[src/rtl/host_uart_pkg.sv]
package host_uart_pkg;

  // Per-cycle strobes from the sequencing logic to the shift/sample datapath.
  typedef struct packed {
    logic rxSample;   // capture one of the three centre samples
    logic rxShift;    // shift the voted data bit into the receive register
    logic rxDeliver;  // stop bit voted: publish the received byte
    logic txLoad;     // load a new frame into the transmit register
    logic txShift;    // advance the transmit register by one bit
  } linkStrobes_t;

endpackage

[src/rtl/host_uart_ctrl.sv]
module host_uart_ctrl
  import host_uart_pkg::*;
#(
  parameter int CLK_HZ    = 24_000_000,
  parameter int BASE_BAUD = 4800,
  parameter int OVS       = 16
) (
  input  logic         clk,
  input  logic         rstN,
  input  logic [1:0]   baudSel,
  input  logic         rxSync,
  input  logic         reqSync,
  input  logic         rxMajority,
  input  logic         txValid,
  output logic         txReady,
  output linkStrobes_t strobes
);

  // Tick divisor at the fastest rate; slower codes double it per step.
  localparam int DIV_FAST = CLK_HZ / (BASE_BAUD * OVS * 8);
  localparam int DIVW     = $clog2(DIV_FAST * 8 + 1);
  localparam int SUBW     = $clog2(OVS);
  localparam logic [SUBW-1:0] SUB_LAST  = SUBW'(OVS - 1);
  localparam logic [SUBW-1:0] SUB_EARLY = SUBW'(OVS / 2 - 1);
  localparam logic [SUBW-1:0] SUB_MID   = SUBW'(OVS / 2);
  localparam logic [SUBW-1:0] SUB_LATE  = SUBW'(OVS / 2 + 1);

  typedef enum logic [1:0] {RX_IDLE, RX_START, RX_DATA, RX_STOP} rxState_t;

  logic            armed;
  logic [1:0]      baudCode;
  logic [DIVW-1:0] divisor;
  logic [DIVW-1:0] divCnt;
  logic            tick;
  rxState_t        rxState;
  logic [SUBW-1:0] rxSub;
  logic [2:0]      rxBit;
  logic            rxStart;
  logic            txBusy;
  logic [SUBW-1:0] txSub;
  logic [3:0]      txBit;
  logic            txAccept;

  // Strap capture: one shot on the first edge after reset release.
  always_ff @(posedge clk or negedge rstN) begin
    if (!rstN) begin
      armed    <= 1'b0;
      baudCode <= 2'b00;
    end else if (!armed) begin
      armed    <= 1'b1;
      baudCode <= baudSel;
    end
  end

  always_comb divisor = DIVW'(DIV_FAST) << (2'd3 - baudCode);

  // Oversampling tick; realigned when a transmission starts so every
  // transmitted bit spans exactly OVS ticks.
  assign tick = (divCnt == divisor - DIVW'(1));

  always_ff @(posedge clk or negedge rstN) begin
    if (!rstN)              divCnt <= '0;
    else if (txAccept || tick) divCnt <= '0;
    else                    divCnt <= divCnt + DIVW'(1);
  end

  // Direction arbitration.
  assign txReady  = armed && !txBusy && (rxState == RX_IDLE) && !reqSync;
  assign txAccept = txValid && txReady;
  assign rxStart  = armed && tick && !rxSync && !txBusy && !txAccept;

  // Receive sequencer.
  always_ff @(posedge clk or negedge rstN) begin
    if (!rstN) begin
      rxState <= RX_IDLE;
      rxSub   <= '0;
      rxBit   <= '0;
    end else begin
      case (rxState)
        RX_IDLE: begin
          if (rxStart) begin
            rxState <= RX_START;
            rxSub   <= '0;
          end
        end
        default: begin
          if (tick) begin
            rxSub <= rxSub + SUBW'(1);
            if (rxSub == SUB_LAST) begin
              case (rxState)
                RX_START: begin
                  if (!rxMajority) begin
                    rxState <= RX_DATA;
                    rxBit   <= '0;
                  end else begin
                    rxState <= RX_IDLE;
                  end
                end
                RX_DATA: begin
                  rxBit <= rxBit + 3'd1;
                  if (rxBit == 3'd7) rxState <= RX_STOP;
                end
                default: rxState <= RX_IDLE;
              endcase
            end
          end
        end
      endcase
    end
  end

  // Transmit sequencer: ten bits of OVS ticks each.
  always_ff @(posedge clk or negedge rstN) begin
    if (!rstN) begin
      txBusy <= 1'b0;
      txSub  <= '0;
      txBit  <= '0;
    end else if (txAccept) begin
      txBusy <= 1'b1;
      txSub  <= '0;
      txBit  <= '0;
    end else if (txBusy && tick) begin
      txSub <= txSub + SUBW'(1);
      if (txSub == SUB_LAST) begin
        txBit <= txBit + 4'd1;
        if (txBit == 4'd9) txBusy <= 1'b0;
      end
    end
  end

  always_comb begin
    strobes.rxSample  = tick && (rxState != RX_IDLE) &&
                        (rxSub == SUB_EARLY || rxSub == SUB_MID || rxSub == SUB_LATE);
    strobes.rxShift   = tick && (rxState == RX_DATA) && (rxSub == SUB_LAST);
    strobes.rxDeliver = tick && (rxState == RX_STOP) && (rxSub == SUB_LAST);
    strobes.txLoad    = txAccept;
    strobes.txShift   = tick && txBusy && (txSub == SUB_LAST);
  end

  // the two directions never run together.
  a_r9_one_direction: assert property (@(posedge clk) disable iff (!rstN)
    !(txBusy && rxState != RX_IDLE));

  // an idle transmitter stays idle while the host holds the request.
  a_r5_hold_while_req: assert property (@(posedge clk) disable iff (!rstN)
    (reqSync && !txBusy) |=> !txBusy);

  // once captured, the rate code never moves.
  a_r2_code_frozen: assert property (@(posedge clk) disable iff (!rstN)
    armed |=> (armed && $stable(baudCode)));

endmodule

[src/rtl/host_uart_datapath.sv]
module host_uart_datapath
  import host_uart_pkg::*;
(
  input  logic         clk,
  input  logic         rstN,
  input  logic         rxd,
  input  logic         hostReq,
  input  linkStrobes_t strobes,
  input  logic [7:0]   txData,
  input  logic         rxReady,
  output logic         rxSync,
  output logic         reqSync,
  output logic         rxMajority,
  output logic         txd,
  output logic [7:0]   rxData,
  output logic         rxValid,
  output logic         frameErr,
  output logic         overrun
);

  logic       rxMeta;
  logic       reqMeta;
  logic [2:0] samples;
  logic [7:0] rxShiftReg;
  logic [9:0] txShiftReg;

  // Two-stage synchronizers; the line synchronizer rests at the idle level.
  always_ff @(posedge clk or negedge rstN) begin
    if (!rstN) begin
      rxMeta  <= 1'b1;
      rxSync  <= 1'b1;
      reqMeta <= 1'b0;
      reqSync <= 1'b0;
    end else begin
      rxMeta  <= rxd;
      rxSync  <= rxMeta;
      reqMeta <= hostReq;
      reqSync <= reqMeta;
    end
  end

  // Three centre samples and their majority.
  always_ff @(posedge clk or negedge rstN) begin
    if (!rstN)                 samples <= 3'b111;
    else if (strobes.rxSample) samples <= {samples[1:0], rxSync};
  end

  assign rxMajority = (samples[0] & samples[1]) | (samples[1] & samples[2]) |
                      (samples[0] & samples[2]);

  always_ff @(posedge clk or negedge rstN) begin
    if (!rstN)                rxShiftReg <= '0;
    else if (strobes.rxShift) rxShiftReg <= {rxMajority, rxShiftReg[7:1]};
  end

  // Receive output register with consume handshake and sticky overrun.
  always_ff @(posedge clk or negedge rstN) begin
    if (!rstN) begin
      rxData   <= '0;
      rxValid  <= 1'b0;
      frameErr <= 1'b0;
      overrun  <= 1'b0;
    end else if (strobes.rxDeliver) begin
      rxData   <= rxShiftReg;
      rxValid  <= 1'b1;
      frameErr <= !rxMajority;
      if (rxValid && !rxReady) overrun <= 1'b1;
    end else if (rxValid && rxReady) begin
      rxValid <= 1'b0;
    end
  end

  // Transmit register: stop, data, start; shifts in idle ones.
  always_ff @(posedge clk or negedge rstN) begin
    if (!rstN)                txShiftReg <= '1;
    else if (strobes.txLoad)  txShiftReg <= {1'b1, txData, 1'b0};
    else if (strobes.txShift) txShiftReg <= {1'b1, txShiftReg[9:1]};
  end

  assign txd = txShiftReg[0];

  // overrun is sticky until reset.
  a_r8_overrun_sticky: assert property (@(posedge clk) disable iff (!rstN)
    overrun |=> overrun);

  // an unconsumed byte stays valid.
  a_r6_valid_held: assert property (@(posedge clk) disable iff (!rstN)
    (rxValid && !rxReady) |=> rxValid);

  // a frame opens with a low start bit right after the load.
  a_r3_start_low: assert property (@(posedge clk) disable iff (!rstN)
    strobes.txLoad |=> !txd);

endmodule

[src/rtl/host_uart_link.sv]
module host_uart_link
  import host_uart_pkg::*;
#(
  parameter int CLK_HZ    = 24_000_000,
  parameter int BASE_BAUD = 4800,
  parameter int OVS       = 16
) (
  input  logic       clk,
  input  logic       rstN,
  input  logic [1:0] baudSel,
  input  logic       hostReq,
  input  logic       rxd,
  output logic       txd,
  input  logic [7:0] txData,
  input  logic       txValid,
  output logic       txReady,
  output logic [7:0] rxData,
  output logic       rxValid,
  input  logic       rxReady,
  output logic       frameErr,
  output logic       overrun
);

  linkStrobes_t strobes;
  logic         rxSync;
  logic         reqSync;
  logic         rxMajority;

  host_uart_ctrl #(
    .CLK_HZ   (CLK_HZ),
    .BASE_BAUD(BASE_BAUD),
    .OVS      (OVS)
  ) uCtrl (
    .clk       (clk),
    .rstN      (rstN),
    .baudSel   (baudSel),
    .rxSync    (rxSync),
    .reqSync   (reqSync),
    .rxMajority(rxMajority),
    .txValid   (txValid),
    .txReady   (txReady),
    .strobes   (strobes)
  );

  host_uart_datapath uData (
    .clk       (clk),
    .rstN      (rstN),
    .rxd       (rxd),
    .hostReq   (hostReq),
    .strobes   (strobes),
    .txData    (txData),
    .rxReady   (rxReady),
    .rxSync    (rxSync),
    .reqSync   (reqSync),
    .rxMajority(rxMajority),
    .txd       (txd),
    .rxData    (rxData),
    .rxValid   (rxValid),
    .frameErr  (frameErr),
    .overrun   (overrun)
  );

endmodule

[config.mk]
export PLATFORM = sky130hd
export DESIGN_NAME = host_uart_link
export DESIGN_NICKNAME = d
export VERILOG_FILES = /design/src/rtl/host_uart_pkg.sv /design/src/rtl/host_uart_ctrl.sv /design/src/rtl/host_uart_datapath.sv /design/src/rtl/host_uart_link.sv
export SDC_FILE = /design/constraint.sdc
export NUM_CORES = 1
export LEC_CHECK = 0
export ABC_AREA = 1
export BUFFER_PORTS_ARGS = -buffer_cell sky130_fd_sc_hd__buf_2
export CORE_MARGIN = 2
export CORE_UTILIZATION = 45
export CTS_BUF_LIST = sky130_fd_sc_hd__clkbuf_4
export CTS_CLUSTER_DIAMETER = 50
export DETAILED_ROUTE_END_ITERATION = 7
export MAX_ROUTING_LAYER = met4
export PLACE_DENSITY = 0.61
export SETUP_SLACK_MARGIN = 0.1
export SLEW_MARGIN = 0
export SYNTH_ARGS = -nofsm -noshare
export SYNTH_HDL_FRONTEND = slang
export SYNTH_HIERARCHICAL = 1
export SYNTH_SLANG_ARGS = --single-unit
[constraint.sdc]
create_clock -name clk -period 2.2 [get_ports clk]
set_input_delay 0.33 -clock clk [delete_from_list [all_inputs] [get_ports clk]]
set_output_delay 0.33 -clock clk [all_outputs]
set_load 0.02 [all_outputs]
==> results.json <==
{
  "status": "complete, no violations",
  "syn-cell-area_um2": 3364,
  "relSlewSlack_pct": 60.09,
  "final.min_clock_period_ns": 2.020,
  "drive_above_1_share_pct": 22.63,
  "routed_wl_um": 6205,
  "worstPathRequired_ns": 2.49,
  "port-buffer-count": 28,
  "antennaDiodeCount": 0,
  "worst_slew_pin_slew_ns": 0.5932,
  "seq_area_um2": 1644,
  "seqPwrFrac_pct": 46.9,
  "synthFlopType": "dfrtp_1",
  "ir_worst_vdd_v": 0.0004571,
  "crit_path_cell_trace": "inv_2, ha_4, inv_1, a21oi_1, nor2_4, nand3_4, nor2_4, nand2_4, buf_4, buf_4, nand3_1, o21ai_1",
  "postRouteAntennaNets": 0,
  "critical_path_peak_fanout": 7,
  "max_freq_ghz": 0.4950,
  "rrSetupSlack_ns": 0.18,
  "hold_path_class": "in2reg",
  "die_h_um": 90.47,
  "start_util_pct": 46.39,
  "dp_cells": 532,
  "hp-start": "txData[3]",
  "startpoint_type": "flip-flop",
  "cts-root-buf": "clkbuf_4",
  "grt_max_degree": 43,
  "power.density_nw_per_um2": 832.9,
  "route.vias.total": 2670,
  "hold_viol_final": 0,
  "clock_path_buffers": 2,
  "place_congestion": 0.8078,
  "die_x_um": 90.47,
  "min_to": "uData/txShiftReg[4]",
  "arrival_ns": 2.31,
  "synthArstFlopShare_pct": 100.0,
  "ff2ff_path_depth": 12,
  "critPathSlowestCell": "dfrtp_1",
  "synth_cells": 406,
  "cts.sinks": 65,
  "drt_first_pass_iters": 4,
  "fin_crit_sh_pct": 91.84,
  "dp.final_hpwl_um": 4426,
  "clockPowerShare_pct": 23.8,
  "antenna_found_initial": 0,
  "max-cap-violations": 0,
  "ios": 29,
  "rsz0062_at_grt": "yes",
  "coreArea_um2": 7253,
  "r2r_end": "uCtrl/txBit[0]",
  "p_int_uw": 2103,
  "area_growth_syn_to_layout_pct": 17.70,
  "maxSlewViolCount": 0,
  "setup_viol": 0,
  "criticalPathCategory": "reg2reg",
  "p_comb_share_pct": 29.4,
  "synth-edff-count": 0,
  "final_net_count": 492,
  "detail_route.wl_per_cell_um": 11.02,
  "grt_pass1_vias": 2488,
  "grt_overflow": 0,
  "track_usage_pct": 16.82,
  "num-fill-cells": 667,
  "cts_buffers": 9,
  "drc": 0,
  "row_count": 31,
  "clkLatencyLatePin_ns": 0.42,
  "power.share.switching_pct": 36.23,
  "setup_tns_ns": 0,
  "htreeDepth": 3,
  "dr.first_iter.drc_count": 108,
  "power_switching_uw": 1195,
  "ys_ff_latch": 65,
  "via_per_inst": 4.742,
  "critPathMaxStageDelay_ns": 0.42,
  "p_leak_uw": 0.002084,
  "cts_tree": "yes",
  "synth_seq_area_share_pct": 48.87,
  "instances_no_fill": 563,
  "ys_warn_count": 6,
  "dieArea_um2": 8184,
  "clk_pin_slew_ns": 0.13,
  "avgSynthCellArea_um2": 8.287,
  "grt_pass1_wl_um": 10910,
  "endpoint_kind": "flip-flop",
  "syn_nets": 439,
  "multiInputGateArea_um2": 1524,
  "yosys.cell_types.count": 36,
  "worst_clock_skew_ns": 0.02604,
  "timing.rr.start": "uCtrl/baudCode[0]",
  "hold_depth": 3
}
per-stage QoR:
stage | setup slack [ns] | instance area (um^2) | total power, uW | hold WS [ns] | util, %
floorplan | 0.2468 | 3364 | 2229 | 0.03441 | -
global placement | 0.1366 | 3630 | 2435 | 0.3385 | 50.04
detailed placement | 0.05767 | 3630 | 2452 | 0.3378 | 50.04
CTS | 0.08449 | 3839 | 3260 | 0.009858 | 52.92
global route | 0.06405 | 3960 | 3592 | 0.07493 | 54.60
finish | 0.1796 | 3960 | 3298 | 0.09790 | 54.60
worst max-delay path: cells and delay by family (launching register included):
kind	cells	cell delay, ns
DFF	1	0.42
adders and majority gates	1	0.23
AOI/OAI and AO/OA	2	0.16
buffers and inverters	4	0.49
and+or+nand+nor	5	0.60
cell families (layout without fill, tap and decap cells):
kind of cell,Yosys count,count (layout),synth area share (%)
DFF,65,65,48.87
buffers and inverters,58,116,7.400
adders and majority gates,17,17,6.322
and+or+nand+nor,218,218,28.67
xor gates and xnor gates,8,8,2.083
AOI/OAI and AO/OA,39,39,6.546
other,1,1,0.1115
layout make-up:
cell class	instances	share of cell area (%)
Sequential cell	65	41.52
Multi-Input combinational cell	283	38.48
Timing Repair Buffer	49	8.404
Inverter	51	4.960
Tap cell	99	3.128
Clock inverter	7	1.801
Clock buffer	9	1.706
what timing repair did:
item / CTS / global route
endpoints found under the setup margin: 11 / 24
buffers inserted: 3 / 9
endpoints found under the hold margin: 24 / 1
pin swaps: 0 / 2
resized for setup: 4 / 11
hold buffers: 2 / 1
per-layer routing:
| metal | wire, um | track usage, % | up-vias | share of wire [%] |
|---|---|---|---|---|
| li1 | - | - | 1391 | - |
| met1 | 2936 | 20.74 | 1231 | 47 |
| met2 | 2969 | 26.93 | 42 | 48 |
| met3 | 209 | 5.426 | 6 | 3.4 |
| met4 | 89 | 4.231 | 0 | 1.4 |
| met5 | 0 | - | - | 0 |
sequential cells by signal, indices dropped and copies added (netlist names):
signal,cells
uCtrl/armed,1
uCtrl/baudCode,2
uCtrl/divCnt,9
uCtrl/rxBit,3
uCtrl/rxState,2
uCtrl/rxSub,4
uCtrl/txBit,4
uCtrl/txBusy,1
uCtrl/txSub,4
uData/frameErr,1
uData/overrun,1
uData/reqMeta,1
uData/reqSync,1
uData/rxData,8
uData/rxMeta,1
uData/rxShiftReg,8
uData/rxSync,1
uData/rxValid,1
uData/samples,3
uData/txShiftReg,9
cells in the mapped netlist (all sizes together), types with 2 or more instances:
master | count | area (um^2)
inv | 50 | 187.7
nand4 | 5 | 37.53
nor3 | 5 | 25.02
xnor2 | 2 | 17.52
nor4 | 2 | 12.51
buf | 7 | 56.30
xor2 | 6 | 52.55
nand2 | 139 | 536.8
nor2 | 30 | 147.6
nor3b | 3 | 22.52
dfrtp | 51 | 1276
a21oi | 9 | 48.80
o21ai | 24 | 123.9
dfstp | 14 | 367.9
ha | 17 | 212.7
nand3 | 34 | 182.7
layout by cell type (no fill, tap or decap), types with 2 or more instances in the layout:
cell and n:
buf_12 2, nor2_2 2, o21ai_1 5, buf_4 17, ha_4 3, clkinv_4 2
nor3b_1 3, nand3_1 33, a21oi_1 8, clkbuf_4 9, buf_2 27, dfstp_2 14
nor2_1 23, inv_1 42, xor2_1 6, dfrtp_1 51, xnor2_1 2, nor3_1 4
clkinvlp_4 2, o21ai_0 18, nor4_1 2, nand2_2 3, inv_2 8, nor2_4 5
dlygate4sd3_1 3, ha_1 13, nand4_1 4, nand2_1 135
power by group through the flow:
stage / clock (uW) / combinational (uW) / sequential [uW]
detailed placement: 0 / 890 / 1560
global placement: 0 / 876 / 1560
finish: 784 / 969 / 1550
global route: 876 / 1140 / 1570
floorplan: 0 / 711 / 1520
CTS: 816 / 903 / 1540
how the worst max path moves through the flow:
| stage | cells after the start | startpoint | end | slack (ns) |
|---|---|---|---|---|
| after floorplan | 11 | uCtrl/baudCode[1] | uData/rxData[1] | 0.25 |
| after global placement | 12 | uCtrl/baudCode[1] | uData/txShiftReg[3] | 0.14 |
| after detailed placement | 12 | uCtrl/baudCode[1] | uData/txShiftReg[3] | 0.06 |
| after CTS | 14 | uCtrl/baudCode[0] | uData/txShiftReg[2] | 0.08 |
| after global routing | 13 | uCtrl/baudCode[0] | uCtrl/txBit[0] | 0.06 |
| final | 12 | uCtrl/baudCode[0] | uCtrl/txBit[0] | 0.18 |
Power figures use the tool's default switching activity.
